`config.mk`:
```
export PLATFORM = sky130hd
export DESIGN_NAME = pwm_timer
export DESIGN_NICKNAME = d
export VERILOG_FILES = /design/src/rtl/ptm_pkg.sv /design/src/rtl/ptm_regs.sv /design/src/rtl/ptm_count.sv /design/src/rtl/ptm_wave.sv /design/src/rtl/pwm_timer.sv
export SDC_FILE = /design/constraint.sdc
export NUM_CORES = 1
export LEC_CHECK = 0
export ABC_CLOCK_PERIOD_IN_PS = 4800
export BUFFER_PORTS_ARGS = -buffer_cell sky130_fd_sc_hd__buf_4
export CAP_MARGIN = 25
export CORE_ASPECT_RATIO = 0.5
export CORE_MARGIN = 1.5
export CORE_UTILIZATION = 45
export CTS_CLUSTER_DIAMETER = 60
export DETAILED_ROUTE_END_ITERATION = 12
export PLACE_DENSITY = 0.71
export SYNTH_ARGS = -nofsm -noshare
export SYNTH_HDL_FRONTEND = slang
export SYNTH_SLANG_ARGS = --single-unit
```
`constraint.sdc`:
```
create_clock -name clk -period 4.8 [get_ports clk]
set_input_delay 0.72 -clock clk [delete_from_list [all_inputs] [get_ports clk]]
set_output_delay 0.72 -clock clk [all_outputs]
set_load 0.02 [all_outputs]
```
`src/rtl/ptm_pkg.sv`:
```
package ptm_pkg;

    typedef enum logic [2:0] {
        STEP_IDLE,
        STEP_ARM,
        STEP_HOLD,
        STEP_START,
        STEP_WRAP,
        STEP_INC
    } step_e;

    typedef struct packed {
        logic pwm;
        logic tgl;
        logic irq_p;
        logic irq_w;
    } wave_s;

    function automatic logic is_clear(step_e s);
        return (s == STEP_START) || (s == STEP_WRAP);
    endfunction

endpackage

```
`src/rtl/ptm_regs.sv`:
```
module ptm_regs #(
    parameter int CW = 16
) (
    input  logic          clk,
    input  logic          rst,
    input  logic          wr_per,
    input  logic          wr_wid,
    input  logic [CW-1:0] wr_data,
    input  logic          load,
    output logic [CW-1:0] per_hold,
    output logic [CW-1:0] wid_hold,
    output logic [CW-1:0] per_buf,
    output logic [CW-1:0] wid_buf
);

    always_ff @(posedge clk) begin
        if (rst) begin
            per_hold <= '0;
            wid_hold <= '0;
            per_buf  <= '0;
            wid_buf  <= '0;
        end else begin
            if (wr_per) per_hold <= wr_data;
            if (wr_wid) wid_hold <= wr_data;
            if (load) begin
                per_buf <= per_hold;
                wid_buf <= wid_hold;
            end
        end
    end

endmodule

```
`src/rtl/ptm_count.sv`:
```
module ptm_count
    import ptm_pkg::*;
#(
    parameter int CW = 16
) (
    input  logic          clk,
    input  logic          rst,
    input  logic          run_en,
    input  logic          tick,
    input  logic [CW-1:0] per_buf,
    output logic [CW-1:0] cnt,
    output logic [CW-1:0] nxt,
    output step_e         step
);

    localparam logic [CW-1:0] ONE = {{(CW-1){1'b0}}, 1'b1};

    logic running;
    logic first;

    always_comb begin
        if (!run_en)            step = STEP_IDLE;
        else if (!running)      step = STEP_ARM;
        else if (!tick)         step = STEP_HOLD;
        else if (first)         step = STEP_START;
        else if (cnt == per_buf) step = STEP_WRAP;
        else                    step = STEP_INC;
    end

    always_comb begin
        case (step)
            STEP_ARM:               nxt = '1;
            STEP_START, STEP_WRAP:  nxt = '0;
            STEP_INC:               nxt = cnt + ONE;
            default:                nxt = cnt;
        endcase
    end

    always_ff @(posedge clk) begin
        if (rst) begin
            cnt     <= '1;
            running <= 1'b0;
            first   <= 1'b0;
        end else begin
            cnt     <= nxt;
            running <= run_en;
            if (step == STEP_ARM)        first <= 1'b1;
            else if (step == STEP_START) first <= 1'b0;
        end
    end

endmodule

```
`src/rtl/ptm_wave.sv`:
```
module ptm_wave
    import ptm_pkg::*;
#(
    parameter int CW = 16
) (
    input  logic          clk,
    input  logic          rst,
    input  step_e         step,
    input  logic [CW-1:0] nxt,
    input  logic [CW-1:0] wid_eff,
    output wave_s         wave
);

    wave_s wave_d;
    logic  hit;

    assign hit = (nxt == wid_eff);

    always_comb begin
        wave_d       = wave;
        wave_d.irq_p = 1'b0;
        wave_d.irq_w = 1'b0;
        if (step == STEP_IDLE) begin
            wave_d.pwm = 1'b0;
            wave_d.tgl = 1'b0;
        end else if (is_clear(step)) begin
            wave_d.pwm   = !hit;
            wave_d.irq_w = hit;
            if (step == STEP_WRAP) begin
                wave_d.irq_p = 1'b1;
                wave_d.tgl   = !wave.tgl;
            end
        end else if (step == STEP_INC && hit) begin
            wave_d.pwm   = 1'b0;
            wave_d.irq_w = 1'b1;
        end
    end

    always_ff @(posedge clk) begin
        if (rst) wave <= '0;
        else     wave <= wave_d;
    end

endmodule

```
`src/rtl/pwm_timer.sv`:
```
module pwm_timer
    import ptm_pkg::*;
#(
    parameter int CW = 16
) (
    input  logic          clk,
    input  logic          rst,
    input  logic          run_en,
    input  logic          tick,
    input  logic          wr_per,
    input  logic          wr_wid,
    input  logic [CW-1:0] wr_data,
    output logic [CW-1:0] count,
    output logic          pwm_out,
    output logic          period_out,
    output logic          irq_period,
    output logic          irq_width
);

    logic [CW-1:0] per_hold, wid_hold, per_buf, wid_buf;
    logic [CW-1:0] cnt, nxt, wid_eff;
    step_e         step;
    wave_s         wave;
    logic          load;

    assign load    = (step == STEP_ARM) || (step == STEP_WRAP);
    assign wid_eff = (step == STEP_WRAP) ? wid_hold : wid_buf;

    ptm_regs #(.CW(CW)) u_regs (
        .clk(clk), .rst(rst), .wr_per(wr_per), .wr_wid(wr_wid),
        .wr_data(wr_data), .load(load), .per_hold(per_hold),
        .wid_hold(wid_hold), .per_buf(per_buf), .wid_buf(wid_buf)
    );

    ptm_count #(.CW(CW)) u_count (
        .clk(clk), .rst(rst), .run_en(run_en), .tick(tick),
        .per_buf(per_buf), .cnt(cnt), .nxt(nxt), .step(step)
    );

    ptm_wave #(.CW(CW)) u_wave (
        .clk(clk), .rst(rst), .step(step), .nxt(nxt),
        .wid_eff(wid_eff), .wave(wave)
    );

    assign count      = cnt;
    assign pwm_out    = wave.pwm;
    assign period_out = wave.tgl;
    assign irq_period = wave.irq_p;
    assign irq_width  = wave.irq_w;

endmodule

```
======== Word level (Yosys, flattened, before mapping) ========
Cells that the tools add are included.
storage, ports and cells
  logic and storage cells ................. 45
  register bits ........................... 86
  output and inout port bits .............. 20
  bits of input ports ..................... 22
operators by class
  add/sub/neg operators ................... 1
  bitwise logic cells ..................... 1
  reductions and logical operators ........ 12
  equality and inequality tests ........... 6
  muxes and demuxes ....................... 14
operators by type and width
  kind                                                             number
  16-bit one-hot mux with 3 select lines                           1
  16-bit == test                                                   2
  16-bit by 1-bit adder with 16-bit output, second input constant  1
  16-bit 2-to-1 mux                                                1
  3-bit 2-to-1 mux                                                 4
  1-bit 2-to-1 mux                                                 8
  3-bit == test, second input constant                             2
  2-bit nonzero test                                               2
  2-bit OR reduction                                               2
  3-bit by 1-bit == test with 1-bit output, second input constant  1
  3-bit by 2-bit == test with 1-bit output, second input constant  1
  3-bit logical NOT                                                1
  3-bit OR reduction                                               1
  1-bit logical NOT                                                2
  1-bit logical OR                                                 2
  2-bit AND reduction                                              1
  1-bit logical AND                                                1
  1-bit NOT                                                        1

======== Depth between registers and ports, before layout ========
  word-level depth ........................ 13
  depth in mapped cells ................... 11
  mapped depth without buffers ............ 10

======== Modules after synthesis ========
From an unflattened synthesis, not the netlist that was laid out.
unflattened totals
  cells, all modules ...................... 443
  area total of the unflattened synthesis .. 4220.3 sq um
modules (own cells, without submodules)
  module     area each (sq um)  cells an instance  times used  seq. area each (sq um)
  ptm_regs   2331.0             207                1           1281.2
  ptm_count  1332.5             178                1           360.3
  ptm_wave   330.3              38                 1           80.1
  pwm_timer  226.5              20                 1           0.0

======== Worst setup path before layout ========
No wires, ideal clock.
  path type ............................... register -> register
  start ................................... register u_count.cnt[3]
  end ..................................... register, netlist name u_wave.wave[0]
  setup slack ............................. 1518 ps
  arrival ................................. 3222 ps
  period minus slack after synthesis ...... 3282 ps
  library setup time ...................... 60 ps
  stages on the path, launching flop included .. 11
  required time ........................... 4740 ps
  buffers on the path ..................... 1
  cell sequence ........................... dfxtp_1 -> buf_6 -> xnor2_2 -> nand3_1 -> or4_4 -> nor3_4 -> mux2i_1 -> or4bb_2 -> a21o_1 -> a211oi_2 -> and3_1
between the ends
  cells in the longest elaborated chain, start to end .. 13
  elaborated cells between the ends (all ways) .. 21
  those cells by class .................... add/sub: 1; eq/ne: 6; mux: 9; reduce/logical: 5
ends and longest elaborated chain
  element                                                                           RTL line                                         text
  from (decl)                                                                       ptm_count.sv:11                                  output logic [CW-1:0] cnt,
  from (signal assigned)                                                            ptm_count.sv:45                                  cnt <= nxt;
  16-bit == test                                                                    ptm_count.sv:26                                  else if (cnt == per_buf) step = STEP_WRAP;
  1-bit 2-to-1 mux                                                                  ptm_count.sv:26
  3-bit 2-to-1 mux                                                                  ptm_count.sv:25                                  else if (first) step = STEP_START;
  3-bit 2-to-1 mux                                                                  ptm_count.sv:24                                  else if (!tick) step = STEP_HOLD;
  3-bit 2-to-1 mux                                                                  ptm_count.sv:23                                  else if (!running) step = STEP_ARM;
  3-bit 2-to-1 mux                                                                  ptm_count.sv:22                                  if (!run_en) step = STEP_IDLE;
  3-bit == test / 3-bit by 2-bit == test with 1-bit output (equally long branches)  ptm_pkg.sv:20, ptm_count.sv:31, pwm_timer.sv:27
  2-bit OR reduction                                                                ptm_count.sv:31                                  case (step)
  16-bit one-hot mux with 3 select lines                                            ptm_count.sv:31
  16-bit == test                                                                    ptm_wave.sv:17                                   assign hit = (nxt == wid_eff);
  1-bit logical AND                                                                 ptm_wave.sv:33                                   end else if (step == STEP_INC && hit) begin
  1-bit 2-to-1 mux                                                                  ptm_wave.sv:33
  1-bit 2-to-1 mux                                                                  ptm_wave.sv:26                                   end else if (is_clear(step)) begin
Several ways; a longest one is shown, not always the timed one.
A chain may end at the register's enable or synchronous reset.

======== Final worst setup path ========
  start ................................... register u_count.cnt[3]
  end ..................................... register, netlist name u_wave.wave[0]
between the ends
  cells in the longest elaborated chain, start to end .. 13
  elaborated cells between the ends (all ways) .. 21
  those cells by class .................... add/sub: 1; eq/ne: 6; mux: 9; reduce/logical: 5
ends and longest elaborated chain
  element                                                                           RTL line
  16-bit == test                                                                    ptm_count.sv:26
  1-bit 2-to-1 mux                                                                  ptm_count.sv:26
  3-bit 2-to-1 mux                                                                  ptm_count.sv:25
  3-bit 2-to-1 mux                                                                  ptm_count.sv:24
  3-bit 2-to-1 mux                                                                  ptm_count.sv:23
  3-bit 2-to-1 mux                                                                  ptm_count.sv:22
  3-bit == test / 3-bit by 2-bit == test with 1-bit output (equally long branches)  ptm_pkg.sv:20, ptm_count.sv:31, pwm_timer.sv:27
  2-bit OR reduction                                                                ptm_count.sv:31
  16-bit one-hot mux with 3 select lines                                            ptm_count.sv:31
  16-bit == test                                                                    ptm_wave.sv:17
  1-bit logical AND                                                                 ptm_wave.sv:33
  1-bit 2-to-1 mux                                                                  ptm_wave.sv:33
  1-bit 2-to-1 mux                                                                  ptm_wave.sv:26
Several ways; a longest one is shown, not always the timed one.

==> flow_summary_export.csv <==
group,metric,value,unit
status,status,"finished clean",
timing,relSlewSlack,0.4553,
drt,via_per_inst,5.634,
worst_setup_path,cp_slowest_stage_delay,640,ps
run,cap_violations,0,
worst_setup_path,crit_chain,"xnor2_2 -> nand3_1 -> or4_4 -> nor3_4 -> buf_4 -> mux2i_1 -> or4bb_2 -> a21o_1 -> a211oi_2 -> and3_1",
timing,skew,8.687,ps
drt,routed_wl,10.49,mm
timing,rsz0062_at_grt,"false",
yosys,synth_top_flop_cell,"dfxtp_1",
worst_setup_path,crit_buf_inv,1,
clock_network,cts.repair.resized,0,
timing,worst_pin_slew,817.0,ps
min_path,holdPathStages,2,
drt,ant_nets,0,
die,start_util,0.4670,
die,die_area,9748,um^2
clock_network,cts_root_buffer,"clkbuf_16",
yosys,synth_warnings,0,
drt,route.detailed.drc,0,
cells_and_area,layout-drive-gt1-share,0.1364,
cells_and_area,num-fill-cells,833,
yosys,synth_area_leader_cell,"dfxtp_1",
worst_setup_path,crit_type,"reg -> reg",
cells_and_area,stdcell_count,623,
die,num_rows,24,
yosys,syn_inst,478,
yosys,synth.top_cell.area_share,0.4190,
cells_and_area,fin_util,0.5365,
power,peakVddDrop,0.1796,mV
drt,drt_iter0_drc,380,
min_path,hp-start,"u_regs.wid_buf[5]$_SDFFE_PP0P_",
cells_and_area,area_growth,14.89,%
placement,dp_cells,609,
placement,globalplace.congestion,1.003,
grt,grt_pass1_vias,3110,
timing,slew_viol_final,0,
worst_setup_path,cp_top_family,"simple AND/OR/NAND/NOR gates",
worst_setup_path,crit_slowest_cell,"or4bb_2",
power,p_leak,0.001882,uW
power,power_density,348.1,nW/um^2
worst_setup_path,crit_fanout,16,
timing,min_period_over_period,0.7561,
cells_and_area,nNetsFinal,526,
clock_network,tritoncts,"yes",
drt,wl_per_cell,16.84,um
timing,fmax,275.5,MHz
drt,drtPass1Iterations,5,
die,fp.dieW,138.1,um
grt,grtUsageTotal,0.2179,
worst_setup_path,r2r-end,"u_wave.wave[0]$_SDFF_PP0_",
die,die_y,70.57,um
worst_setup_path,r2r_start,"u_count.cnt[3]$_SDFF_PP1_",
worst_setup_path,endpoint_kind,"flip-flop",
cells_and_area,multi_input_area,2208,um^2
yosys,synth_seq_cells,86,
cells_and_area,diodes,0,
timing,min_period,3629,ps
yosys,netlist_top_cells_area,"dfxtp_1, mux2i_1, nand2_1",
worst_setup_path,reg2reg_depth,10,
cells_and_area,final_area,4721,um^2
yosys,syn_area,4109,um^2
min_path,hold_path_class,"reg -> reg",
yosys,synth_async_sr_flop_share,0,
power,power,1643,uW
clock_network,cts_made_buffers,9,
worst_setup_path,ff2ff_setup_slack,1170,ps
grt,antenna_found_initial,0,
min_path,hold_end,"u_regs.wid_buf[5]$_SDFFE_PP0P_",
yosys,syn_nets,501,
clock_network,htree_levels,3,
timing,hold_violations,0,
cells_and_area,seqCellArea,1722,um^2
placement,port-buffer-count,41,
grt,grt_max_degree,83,
yosys,yosysMostFrequentCell,"dfxtp_1",
yosys,ys_seq_area_frac,0.4190,
grt,overflow,0,
clock_network,clkSinkCount,86,
die,core_area,8798,um^2
yosys,ys_types,44,
yosys,avgSynthCellArea,8.596,um^2
placement,dp_hpwl,7.206,mm
timing,fin_setup_tns,0,ps
clock_network,postCtsHoldBufs,0,
worst_setup_path,cp.arrival,3910,ps
yosys,synth-edff-count,0,
drt,via_count,3510,
clock_network,clk_pin_slew,60,ps
yosys,synth_commonest_cells,"dfxtp_1, nand2_1, mux2i_1",
placement,place_area,4441,um^2
grt,grt_pass1_wl,16.70,mm
clock_network,clock_path_buffers,2,
worst_setup_path,critPathLaunchType,"flip-flop",
timing,setup_viol,0,
clock_network,cts_setup_buffers,0,
clock_network,insertion_delay,340,ps
die,ios,42,
worst_setup_path,cp.required,5080,ps
==> logic make-up (layout without fill, tap and decap cells) <==
group                    count (synthesis)  count (layout)  share of synthesized area
AND/OR/NAND/NOR                        184             184                     0.2104
AO/OA/AOI/OAI                           89              89                     0.1309
flip-flops                              86              86                     0.4190
multiplexers                            48              48                     0.1169
buffers and inverters                   38              66                    0.04415
XOR/XNOR                                32              32                    0.07552
adder cells (fa/ha/maj)                  1               1                   0.003045
==> state kept, by name, summed over array words and instances (netlist names) <==
signal,count
u_regs.wid_buf,16
u_count.running,1
u_wave.wave,4
u_regs.wid_hold,16
u_count.first,1
u_regs.per_hold,16
u_count.cnt,16
u_regs.per_buf,16
==> cell usage in the layout, fill, tap and decap left out, types with 2 or more instances in the layout <==
master,count
o211ai_1,4
o21a_1,2
o21ai_0,11
nand2_1,76
buf_4,45
xnor2_1,20
and4_1,3
nand3_1,12
o31a_1,2
a21o_1,4
nor3_1,2
xor2_1,8
nor4_1,4
a31oi_1,2
o21bai_1,5
o221ai_1,3
mux2i_1,48
clkbuf_16,9
clkinv_4,2
or3_1,3
a221oi_1,2
clkbuf_1,2
xnor2_2,4
a211o_1,2
nand2b_1,12
dfxtp_1,86
nor2_1,44
inv_1,7
and3_1,7
nand4_1,11
nor2b_1,2
a21oi_1,47
==> how the worst max path moves through the flow <==
| stage | slack (ps) | cells after the start | end | from |
|---|---|---|---|---|
| floorplan | 1520 | 10 | u_wave.wave[0]$_SDFF_PP0_ | u_count.cnt[3]$_SDFF_PP1_ |
| detailed placement | 1280 | 10 | u_wave.wave[0]$_SDFF_PP0_ | u_count.cnt[3]$_SDFF_PP1_ |
| CTS | 1200 | 10 | u_wave.wave[0]$_SDFF_PP0_ | u_count.cnt[3]$_SDFF_PP1_ |
| global placement | 1400 | 10 | u_wave.wave[0]$_SDFF_PP0_ | u_count.cnt[3]$_SDFF_PP1_ |
| finish | 1170 | 10 | u_wave.wave[0]$_SDFF_PP0_ | u_count.cnt[3]$_SDFF_PP1_ |
| global route | 990 | 10 | u_wave.wave[0]$_SDFF_PP0_ | u_count.cnt[3]$_SDFF_PP1_ |
==> worst reg2reg max path, stage by stage (launching register included) <==
cell and delay, ps:
dfxtp_1 570, xnor2_2 170, nand3_1 120, or4_4 590, nor3_4 190, buf_4 300, mux2i_1 360, or4bb_2 640
a21o_1 200, a211oi_2 250, and3_1 190
==> metal layers <==
layer | vias up | part of all wire | track usage
met5 | - | 0 | 0
met4 | 0 | 0.0075 | 0.04211
met3 | 13 | 0.072 | 0.05349
met2 | 142 | 0.42 | 0.3118
met1 | 1653 | 0.50 | 0.3322
li1 | 1702 | - | -
==> report_power, final <==
| group | internal (uW) | switching [uW] |
|---|---|---|
| sequential | 744 | 31.1 |
| clock | 399 | 270 |
| combinational | 81.5 | 117 |
==> stage by stage <==
stage | setup WS [ps] | hold slack, ps
floorplan | 1518 | 431.2
global placement | 1400 | 437.4
detailed placement | 1284 | 444.7
CTS | 1201 | 452.3
global route | 988.9 | 464.0
finish | 1171 | 450.3
==> area by class of cell <==
class	count	area share
Clock inverter	3	0.01007
Clock buffer	11	0.04930
Timing Repair Buffer	45	0.07156
Sequential cell	86	0.3647
Tap cell	117	0.03101
Multi-Input combinational cell	354	0.4678
Inverter	7	0.005566
No activity file was read; power rests on OpenSTA's default activity.
